**src/rtl/rcause_pkg.sv**
```systemverilog
package rcause_pkg;
  localparam int NFLAG = 9;
  localparam int NEV   = 10;

  // flag bit positions
  localparam int F_POR   = 0;
  localparam int F_BOR   = 1;
  localparam int F_EXT   = 2;
  localparam int F_SW    = 3;
  localparam int F_WDT   = 4;
  localparam int F_SLEEP = 5;
  localparam int F_IDLE  = 6;
  localparam int F_TRAP  = 7;
  localparam int F_ILL   = 8;

  // event index = priority rank (0 wins)
  localparam int E_POR    = 0;
  localparam int E_BOR    = 1;
  localparam int E_EXT    = 2;
  localparam int E_SWRST  = 3;
  localparam int E_WDTTO  = 4;
  localparam int E_TRAPC  = 5;
  localparam int E_ILLOP  = 6;
  localparam int E_CLKF   = 7;
  localparam int E_WWAKE  = 8;
  localparam int E_IWAKE  = 9;

  typedef enum logic [1:0] {
    MODE_RUN   = 2'd0,
    MODE_IDLE  = 2'd1,
    MODE_SLEEP = 2'd2,
    MODE_RUN2  = 2'd3
  } core_mode_e;

  typedef logic [NFLAG-1:0] flag_t;

  function automatic flag_t flag_bit(input int pos);
    flag_t m;
    m = '0;
    m[pos] = 1'b1;
    return m;
  endfunction
endpackage

```
**src/rtl/rcause_arbiter.sv**
```systemverilog
module rcause_arbiter
  import rcause_pkg::*;
#(
  parameter int N = NEV
) (
  input  logic [N-1:0] req,
  output logic [N-1:0] grant,
  output logic         any
);
  logic [N:0] blocked;
  assign blocked[0] = 1'b0;

  for (genvar i = 0; i < N; i++) begin : g_chain
    assign grant[i]     = req[i] & ~blocked[i];
    assign blocked[i+1] = blocked[i] | req[i];
  end

  assign any = blocked[N];
endmodule

```
**src/rtl/rcause_next.sv**
```systemverilog
module rcause_next
  import rcause_pkg::*;
#(
  parameter int          PC_W      = 24,
  parameter logic [PC_W-1:0] RESET_VEC = '0,
  parameter logic [PC_W-1:0] TRAP_VEC  = PC_W'(4),
  parameter int          PC_STEP   = 2
) (
  input  logic [NEV-1:0]  grant,
  input  flag_t           flags_q,
  input  logic [1:0]      core_mode,
  input  logic [PC_W-1:0] cur_pc,
  input  logic            int_enabled,
  input  logic [PC_W-1:0] int_vector,
  input  logic            sw_we,
  input  flag_t           sw_wdata,
  output flag_t           flags_d,
  output logic [PC_W-1:0] pc_d
);
  function automatic logic [PC_W-1:0] resume_pc(input logic [PC_W-1:0] pc);
    return pc + PC_W'(PC_STEP);
  endfunction

  function automatic flag_t upd(input flag_t f, input flag_t set_m, input flag_t clr_m);
    return (f & ~clr_m) | set_m;
  endfunction

  always_comb begin
    flags_d = flags_q;
    pc_d    = RESET_VEC;
    if (grant[E_POR]) begin
      flags_d = flag_bit(F_POR);
    end else if (grant[E_BOR]) begin
      flags_d = upd(flags_q, flag_bit(F_BOR), flag_bit(F_POR));
    end else if (grant[E_EXT]) begin
      flags_d = upd(flags_q, flag_bit(F_EXT),
                    flag_bit(F_SW) | flag_bit(F_WDT) | flag_bit(F_SLEEP) | flag_bit(F_IDLE));
      if (core_mode == MODE_SLEEP) flags_d[F_SLEEP] = 1'b1;
      if (core_mode == MODE_IDLE)  flags_d[F_IDLE]  = 1'b1;
    end else if (grant[E_SWRST]) begin
      flags_d = upd(flags_q, flag_bit(F_SW),
                    flag_bit(F_EXT) | flag_bit(F_WDT) | flag_bit(F_SLEEP) | flag_bit(F_IDLE));
    end else if (grant[E_WDTTO]) begin
      flags_d = upd(flags_q, flag_bit(F_WDT),
                    flag_bit(F_SW) | flag_bit(F_SLEEP) | flag_bit(F_IDLE));
    end else if (grant[E_TRAPC]) begin
      flags_d = upd(flags_q, flag_bit(F_TRAP), '0);
    end else if (grant[E_ILLOP]) begin
      flags_d = upd(flags_q, flag_bit(F_ILL), '0);
    end else if (grant[E_CLKF]) begin
      pc_d = TRAP_VEC;
    end else if (grant[E_WWAKE]) begin
      flags_d = upd(flags_q, flag_bit(F_WDT) | flag_bit(F_SLEEP), '0);
      pc_d    = resume_pc(cur_pc);
    end else if (grant[E_IWAKE]) begin
      flags_d = upd(flags_q, flag_bit(F_SLEEP), '0);
      pc_d    = int_enabled ? int_vector : resume_pc(cur_pc);
    end else if (sw_we) begin
      flags_d = sw_wdata;
    end
  end
endmodule

```
**src/rtl/rst_cause_reg.sv**
```systemverilog
module rst_cause_reg
  import rcause_pkg::*;
#(
  parameter int              PC_W      = 24,
  parameter logic [PC_W-1:0] RESET_VEC = '0,
  parameter logic [PC_W-1:0] TRAP_VEC  = PC_W'(4),
  parameter int              PC_STEP   = 2
) (
  input  logic            clk,
  input  logic            rst_n,
  input  logic            ev_por,
  input  logic            ev_bor,
  input  logic            ev_ext,
  input  logic            ev_swrst,
  input  logic            ev_wdt_to,
  input  logic            ev_trapc,
  input  logic            ev_illop,
  input  logic            ev_clkfail,
  input  logic            ev_wdt_wake,
  input  logic            ev_int_wake,
  input  logic [1:0]      core_mode,
  input  logic [PC_W-1:0] cur_pc,
  input  logic            int_enabled,
  input  logic [PC_W-1:0] int_vector,
  input  logic            sw_we,
  input  logic [8:0]      sw_wdata,
  output logic [8:0]      flags,
  output logic            pc_load,
  output logic [PC_W-1:0] pc_value
);
  logic [NEV-1:0]  ev_req;
  logic [NEV-1:0]  grant;
  logic            any_event;
  flag_t           flags_q, flags_d;
  logic [PC_W-1:0] pc_q, pc_d;
  logic            load_q;

  always_comb begin
    ev_req           = '0;
    ev_req[E_POR]    = ev_por;
    ev_req[E_BOR]    = ev_bor;
    ev_req[E_EXT]    = ev_ext;
    ev_req[E_SWRST]  = ev_swrst;
    ev_req[E_WDTTO]  = ev_wdt_to;
    ev_req[E_TRAPC]  = ev_trapc;
    ev_req[E_ILLOP]  = ev_illop;
    ev_req[E_CLKF]   = ev_clkfail;
    ev_req[E_WWAKE]  = ev_wdt_wake;
    ev_req[E_IWAKE]  = ev_int_wake;
  end

  rcause_arbiter #(.N(NEV)) u_arb (
    .req   (ev_req),
    .grant (grant),
    .any   (any_event)
  );

  rcause_next #(
    .PC_W(PC_W), .RESET_VEC(RESET_VEC), .TRAP_VEC(TRAP_VEC), .PC_STEP(PC_STEP)
  ) u_next (
    .grant       (grant),
    .flags_q     (flags_q),
    .core_mode   (core_mode),
    .cur_pc      (cur_pc),
    .int_enabled (int_enabled),
    .int_vector  (int_vector),
    .sw_we       (sw_we),
    .sw_wdata    (sw_wdata),
    .flags_d     (flags_d),
    .pc_d        (pc_d)
  );

  always_ff @(posedge clk or negedge rst_n) begin
    if (!rst_n) begin
      flags_q <= '0;
      pc_q    <= '0;
      load_q  <= 1'b0;
    end else begin
      flags_q <= flags_d;
      load_q  <= any_event;
      if (any_event) pc_q <= pc_d;
    end
  end

  assign flags    = flags_q;
  assign pc_load  = load_q;
  assign pc_value = pc_q;
endmodule

```
**config.mk**
```make
export PLATFORM = sky130hd
export DESIGN_NAME = rst_cause_reg
export DESIGN_NICKNAME = d
export VERILOG_FILES = /design/src/rtl/rcause_pkg.sv /design/src/rtl/rcause_arbiter.sv /design/src/rtl/rcause_next.sv /design/src/rtl/rst_cause_reg.sv
export SDC_FILE = /design/constraint.sdc
export NUM_CORES = 1
export LEC_CHECK = 0
export BUFFER_PORTS_ARGS = -buffer_cell sky130_fd_sc_hd__buf_4
export CORE_MARGIN = 2
export CORE_UTILIZATION = 42
export DETAILED_ROUTE_END_ITERATION = 10
export PLACE_DENSITY = 0.87
export SYNTH_ARGS = -nofsm -noshare
export SYNTH_HDL_FRONTEND = slang
export SYNTH_SLANG_ARGS = --single-unit
```
**constraint.sdc**
```tcl
create_clock -name clk -period 0.9 [get_ports clk]
set_input_delay 0.09 -clock clk [delete_from_list [all_inputs] [get_ports clk]]
set_output_delay 0.09 -clock clk [all_outputs]
set_load 0.005 [all_outputs]
```
### Word-level counts from Yosys, hierarchy flattened

Index checks and enable logic that the tools add are counted.

* input port bits: 73
* output and inout bits: 34
* bits in registers: 34

* bitwise logic cells: 27
* reductions and logical operators: 14
* equality and inequality tests: 34
* mux-type cells: 24
* $add $sub $neg: 1

Operators with widths (count)
* two-way mux 24 bit: 11
* two-way mux 9 bit: 11
* != test 3 bit (second input constant): 15
* AND reduction 9 bit: 3
* != test 5 bit (second input constant): 5
* adder 24 x 2 -> 24 bit (second input constant): 1
* != test 4 bit (second input constant): 6
* != test 2 bit (second input constant): 5
* bitwise AND 1 bit: 9
* NOT 1 bit: 9
* OR 1 bit: 9
* nonzero test 3 bit: 3
* AND reduction 8 bit: 1
* AND reduction 7 bit: 1
* nonzero test 7 bit: 1
* != test 6 bit (second input constant): 1
* AND reduction 6 bit: 1
* nonzero test 6 bit: 1
* AND reduction 5 bit: 1
* nonzero test 5 bit: 1
* nonzero test 4 bit: 1
* equality test 2 x 1 -> 1 bit (second input constant): 1
* equality test 2 bit (second input constant): 1
* two-way mux 1 bit: 2

### Depth between registers and ports, before layout

* word-level depth: 20
* mapped depth: 7
* gate-level depth less buffers: 6

### By module

Synthesis repeated with hierarchy kept, for this count alone.

* cell total of the unflattened synthesis: 261
* area total of the unflattened synthesis: 2507.4 um2

By module, submodules not included
* rst_cause_reg: times used 1, seq. area each 850.8 um2, area each 1247.4 um2, cells an instance 61
* rcause_next: times used 1, seq. area each 0.0 um2, area each 1133.6 um2, cells an instance 182
* rcause_arbiter: times used 1, seq. area each 0.0 um2, area each 126.4 um2, cells an instance 18

### Least setup slack after synthesis

Ideal clock, no wire load.

* path kind: input-to-reg
* from: input ev_illop
* to: register flags_q[4] (netlist: flags[4])
* path buffers: 1
* cell stages on the path: 6
* setup slack: -636 ps
* data required time: 772 ps
* data arrival time: 1408 ps
* cell sequence: buf_2 -> nor4_2 -> nand2_2 -> o32ai_1 -> a31oi_1 -> mux2_1

* longest elaborated chain between the ends: 13

RTL lines
* start, declared: line rst_cause_reg.sv:17 `input logic ev_illop,`
* OR 1 bit (2 in series): line rcause_arbiter.sv:15 `assign blocked[i+1] = blocked[i] | req[i];`
* NOT 1 bit: line rcause_arbiter.sv:14 `assign grant[i] = req[i] & ~blocked[i];`
* bitwise AND 1 bit: line rcause_arbiter.sv:14
* two-way mux 9 bit: line rcause_next.sv:52 `end else if (grant[E_WWAKE]) begin`
* two-way mux 9 bit: line rcause_next.sv:50 `end else if (grant[E_CLKF]) begin`
* two-way mux 9 bit: line rcause_next.sv:48 `end else if (grant[E_ILLOP]) begin`
* two-way mux 9 bit: line rcause_next.sv:46 `end else if (grant[E_TRAPC]) begin`
* two-way mux 9 bit: line rcause_next.sv:43 `end else if (grant[E_WDTTO]) begin`
* two-way mux 9 bit: line rcause_next.sv:40 `end else if (grant[E_SWRST]) begin`
* two-way mux 9 bit: line rcause_next.sv:35 `end else if (grant[E_EXT]) begin`
* two-way mux 9 bit: line rcause_next.sv:33 `end else if (grant[E_BOR]) begin`
* two-way mux 9 bit: line rcause_next.sv:31 `if (grant[E_POR]) begin`
* end signal, assigned: line rst_cause_reg.sv:79 `flags_q <= flags_d;`
* end, declared: line rst_cause_reg.sv:34 `flag_t flags_q, flags_d;`

Several ways; a longest one is shown, not always the timed one. The select of a mux whose other input is x is not followed.
A chain may end at the register's enable or synchronous reset.

### Worst setup path after layout

* from: input cur_pc[12]
* to: register pc_q[20] (netlist: pc_value[20])

* longest elaborated chain between the ends: 12

RTL lines
* start, declared: line rst_cause_reg.sv:22 `input logic [PC_W-1:0] cur_pc,`
* adder 24 x 2 -> 24 bit *: line rcause_next.sv:21 `return pc + PC_W'(PC_STEP);`
* two-way mux 24 bit: line rcause_next.sv:57 `pc_d = int_enabled ? int_vector : resume_pc(cur_pc);`
* two-way mux 24 bit: line rcause_next.sv:55 `end else if (grant[E_IWAKE]) begin`
* two-way mux 24 bit *: line rcause_next.sv:52
* two-way mux 24 bit *: line rcause_next.sv:50
* two-way mux 24 bit *: line rcause_next.sv:48
* two-way mux 24 bit *: line rcause_next.sv:46
* two-way mux 24 bit *: line rcause_next.sv:43
* two-way mux 24 bit *: line rcause_next.sv:40
* two-way mux 24 bit *: line rcause_next.sv:35
* two-way mux 24 bit *: line rcause_next.sv:33
* two-way mux 24 bit *: line rcause_next.sv:31
* end signal, assigned: line rst_cause_reg.sv:81 `if (any_event) pc_q <= pc_d;`
* end, declared: line rst_cause_reg.sv:35 `logic [PC_W-1:0] pc_q, pc_d;`

Mark *: on every way between the ends. The rest lies on a longest branch, timed or not.

==> metrics.txt <==
status complete, but fails checks; violated checks negative setup slack; Setup Skew 0 ns; initial core utilization 0.4432; VDD IR max 0.0008949 V; setup tns final -11.25 ns; Yosys reg bits 34; peak fanout along the critical path 8; Worst-Skew Late Latency 0.29 ns; largest net degree at the start of global routing 35; # Max-Cap Violations 0; proportion of layout cells with a drive suffix above 1 0.6316; power per cell area 872.4 nW/um^2; drt total wl 14760 um; Placeable Area 5172 um^2; crit path DAT 1.62 ns; DR iter-0 viols 608; setup violators final 66; Tmin final 1.417 ns; Die Span X 77.88 um; Combinational Power Share 0.310; Critical Path Sink Type register; initial antenna violation count 0; average cell area after synthesis 8.850 um^2; CTS tree built; chip height 77.88 um; io pins 107; wire per inst 28.06 um; grt met2 use 0.6534; vias in the first global route 3421; EDFF count, synth 0; first-pass GRT wire length 18360 um; final period utilization 1.574; Cell Rows 26; via count 3606; RSZ-0062 raised after global routing yes; fin nets 529; root buf cell clkbuf_8; Final Max Tran Viols 0; post-synthesis sequential area ratio 0.3712; Cell Count, Final, Fillers Out 526; Remaining DRCs 0; Reg clk slew, reported paths 0.08 ns; share of power burned in registers 0.380; fillers 174; RD Place Congestion 0.8813; Sw Ratio 0.3182; Num Clock Sinks 34; Max clock buf depth 2; CTS buffer count 5; Crit Path Category input pin to register; HPWL after detailed placement 6638 um; internal power 2.804 mW; Die ar. 6065 um^2; Least-Margin Pin Slew 0.4589 ns; GRT Max-Usage Layer met2; Hold Violations, Final 0; FFs w/ async S/R, synth 1.000; Final ANT Viol Nets 0; Leak Pwr 2.206 nW; Relative slew margins 0.6908; number of H-tree levels 2; most common cell after layout, fill and taps aside buf_4; Remaining Overflow, GRT 0; diodes inserted 0; Net Switching 1.309 mW; synth top area cells dfrtp_1 (37%), a22oi_1 (5.9%), xnor2_1 (5.3%), nor3_1 (3.3%), nand2_1 (3.1%); min-delay worst type input pin to register; power share of the clock group 0.310; synthesized cell area 2292 um^2; routing usage on met1 0.4850; Yosys warnings 0; Final Cell Area 4715 um^2; placed cells 494; drt first pass iters 7; GR met3 Demand/Resource 0.07093; Cell variety after synth 58; GR Util All Layers 0.3946; commonest non-fill, non-tap cells in the layout buf_4 (132), buf_6 (60), dfrtp_1 (34), o21ai_1 (17), nand2_1 (15); post-synth top area share 0.3712; vias per std cell 6.856; final worst slack -0.5169 ns; Req. time, crit path 1.11 ns; Area Growth Syn to Fin 105.7%; placed inst area 3716 um^2; largest area contributor in the synthesized netlist dfrtp_1; hold slack final 0.01699 ns; f_max 705.8 MHz; Mapped Nets 333; nature of the critical path startpoint input pin; Synth Instances 259; port bufs 106; Synth Flop Type dfrtp_1
## metrics by stage
step                      total power, mW  utilization  worst slack (ns)
after floorplan                     1.880            -           -0.5572
after global placement              2.486       0.7184           -0.5944
after detailed placement            2.509       0.7184           -0.6212
after CTS                           3.833       0.8585           -0.2655
after global routing                4.188       0.9115           -0.5264
final                               4.113       0.9115           -0.5169
## worst paths after layout
kind / start / to / slack, ns / cells past startpoint
min in group asynchronous: rst_n / flags[2]$_DFFE_PN0P_ / 0.30 / 2
max: cur_pc[12] / pc_value[20]$_DFFE_PN0P_ / -0.52 / 6
max reg2reg: pc_value[2]$_DFFE_PN0P_ / pc_value[2]$_DFFE_PN0P_ / -0.09 / 3
min: int_vector[15] / pc_value[15]$_DFFE_PN0P_ / 0.02 / 3
max in group asynchronous: rst_n / flags[1]$_DFFE_PN0P_ / 0.26 / 2
min reg2reg: flags[4]$_DFFE_PN0P_ / flags[4]$_DFFE_PN0P_ / 0.53 / 1
## cells by family after synthesis
| kind of cell | Yosys count | synth area share |
|---|---|---|
| AND/OR/NAND/NOR | 92 | 0.2358 |
| adder cells (fa/ha/maj) | 1 | 0.005458 |
| flip-flops | 34 | 0.3712 |
| buffers and inverters | 27 | 0.05404 |
| AO/OA/AOI/OAI | 84 | 0.2495 |
| XOR/XNOR | 16 | 0.06114 |
| multiplexers | 5 | 0.02293 |
## synthesized netlist by cell type, drive strengths merged (3+ instances only)
master	count
nor4	7
nand2	21
o22ai	4
or2	4
a31oi	7
a22oi	18
buf	7
nand4	5
o31ai	4
a21oi	6
nor2	11
nor3	15
nand3	12
xnor2	14
o21ai	23
clkbuf	7
or4	3
dfrtp	34
mux2i	3
a221oi	4
inv	13
or3	3
nand2b	3
## what timing repair did
| action | in CTS | in global routing |
|---|---|---|
| resized for setup | 115 | 54 |
| pin swaps | 16 | 18 |
| hold buffers | 1 | 0 |
| endpoints found under the setup margin | 60 | 67 |
| hold endpoints to repair | 34 | 0 |
| buffers inserted | 13 | 8 |
| gates cloned | 5 | 0 |
## power groups by stage
stage / Sequential [mW] / Clock [mW] / Combinational [mW]
floorplan: 1.59 / 0 / 0.293
global placement: 1.59 / 0 / 0.899
detailed placement: 1.59 / 0 / 0.922
CTS: 1.56 / 1.21 / 1.06
global route: 1.56 / 1.32 / 1.30
finish: 1.56 / 1.27 / 1.28
## critical path, cell delays in order
cell     delay (ns)
buf_6          0.08
nand4_1        0.15
or4_4          0.60
nor4_4         0.27
xnor2_1        0.21
o31ai_2        0.21
## registers in the layout, summed over array words and instances (netlist names)
name / flops
pc_value: 24
flags: 9
pc_load: 1
## area by class of cell
cell class	count	area, um^2	share of cell area
Timing Repair Buffer	203	1862	0.3949
Multi-Input combinational cell	198	1774	0.3763
Sequential cell	34	850.8	0.1805
Tap cell	70	87.58	0.01858
Clock buffer	7	86.33	0.01831
Inverter	13	48.80	0.01035
Clock inverter	1	5.005	0.001062
## metal layers
layer | part of all wire | wire (um)
met1 | 0.33 | 4944
met2 | 0.44 | 6497
met3 | 0.13 | 1905
met4 | 0.096 | 1412
met5 | 0 | 0
Note: power is estimated with default switching activity, not from simulation.
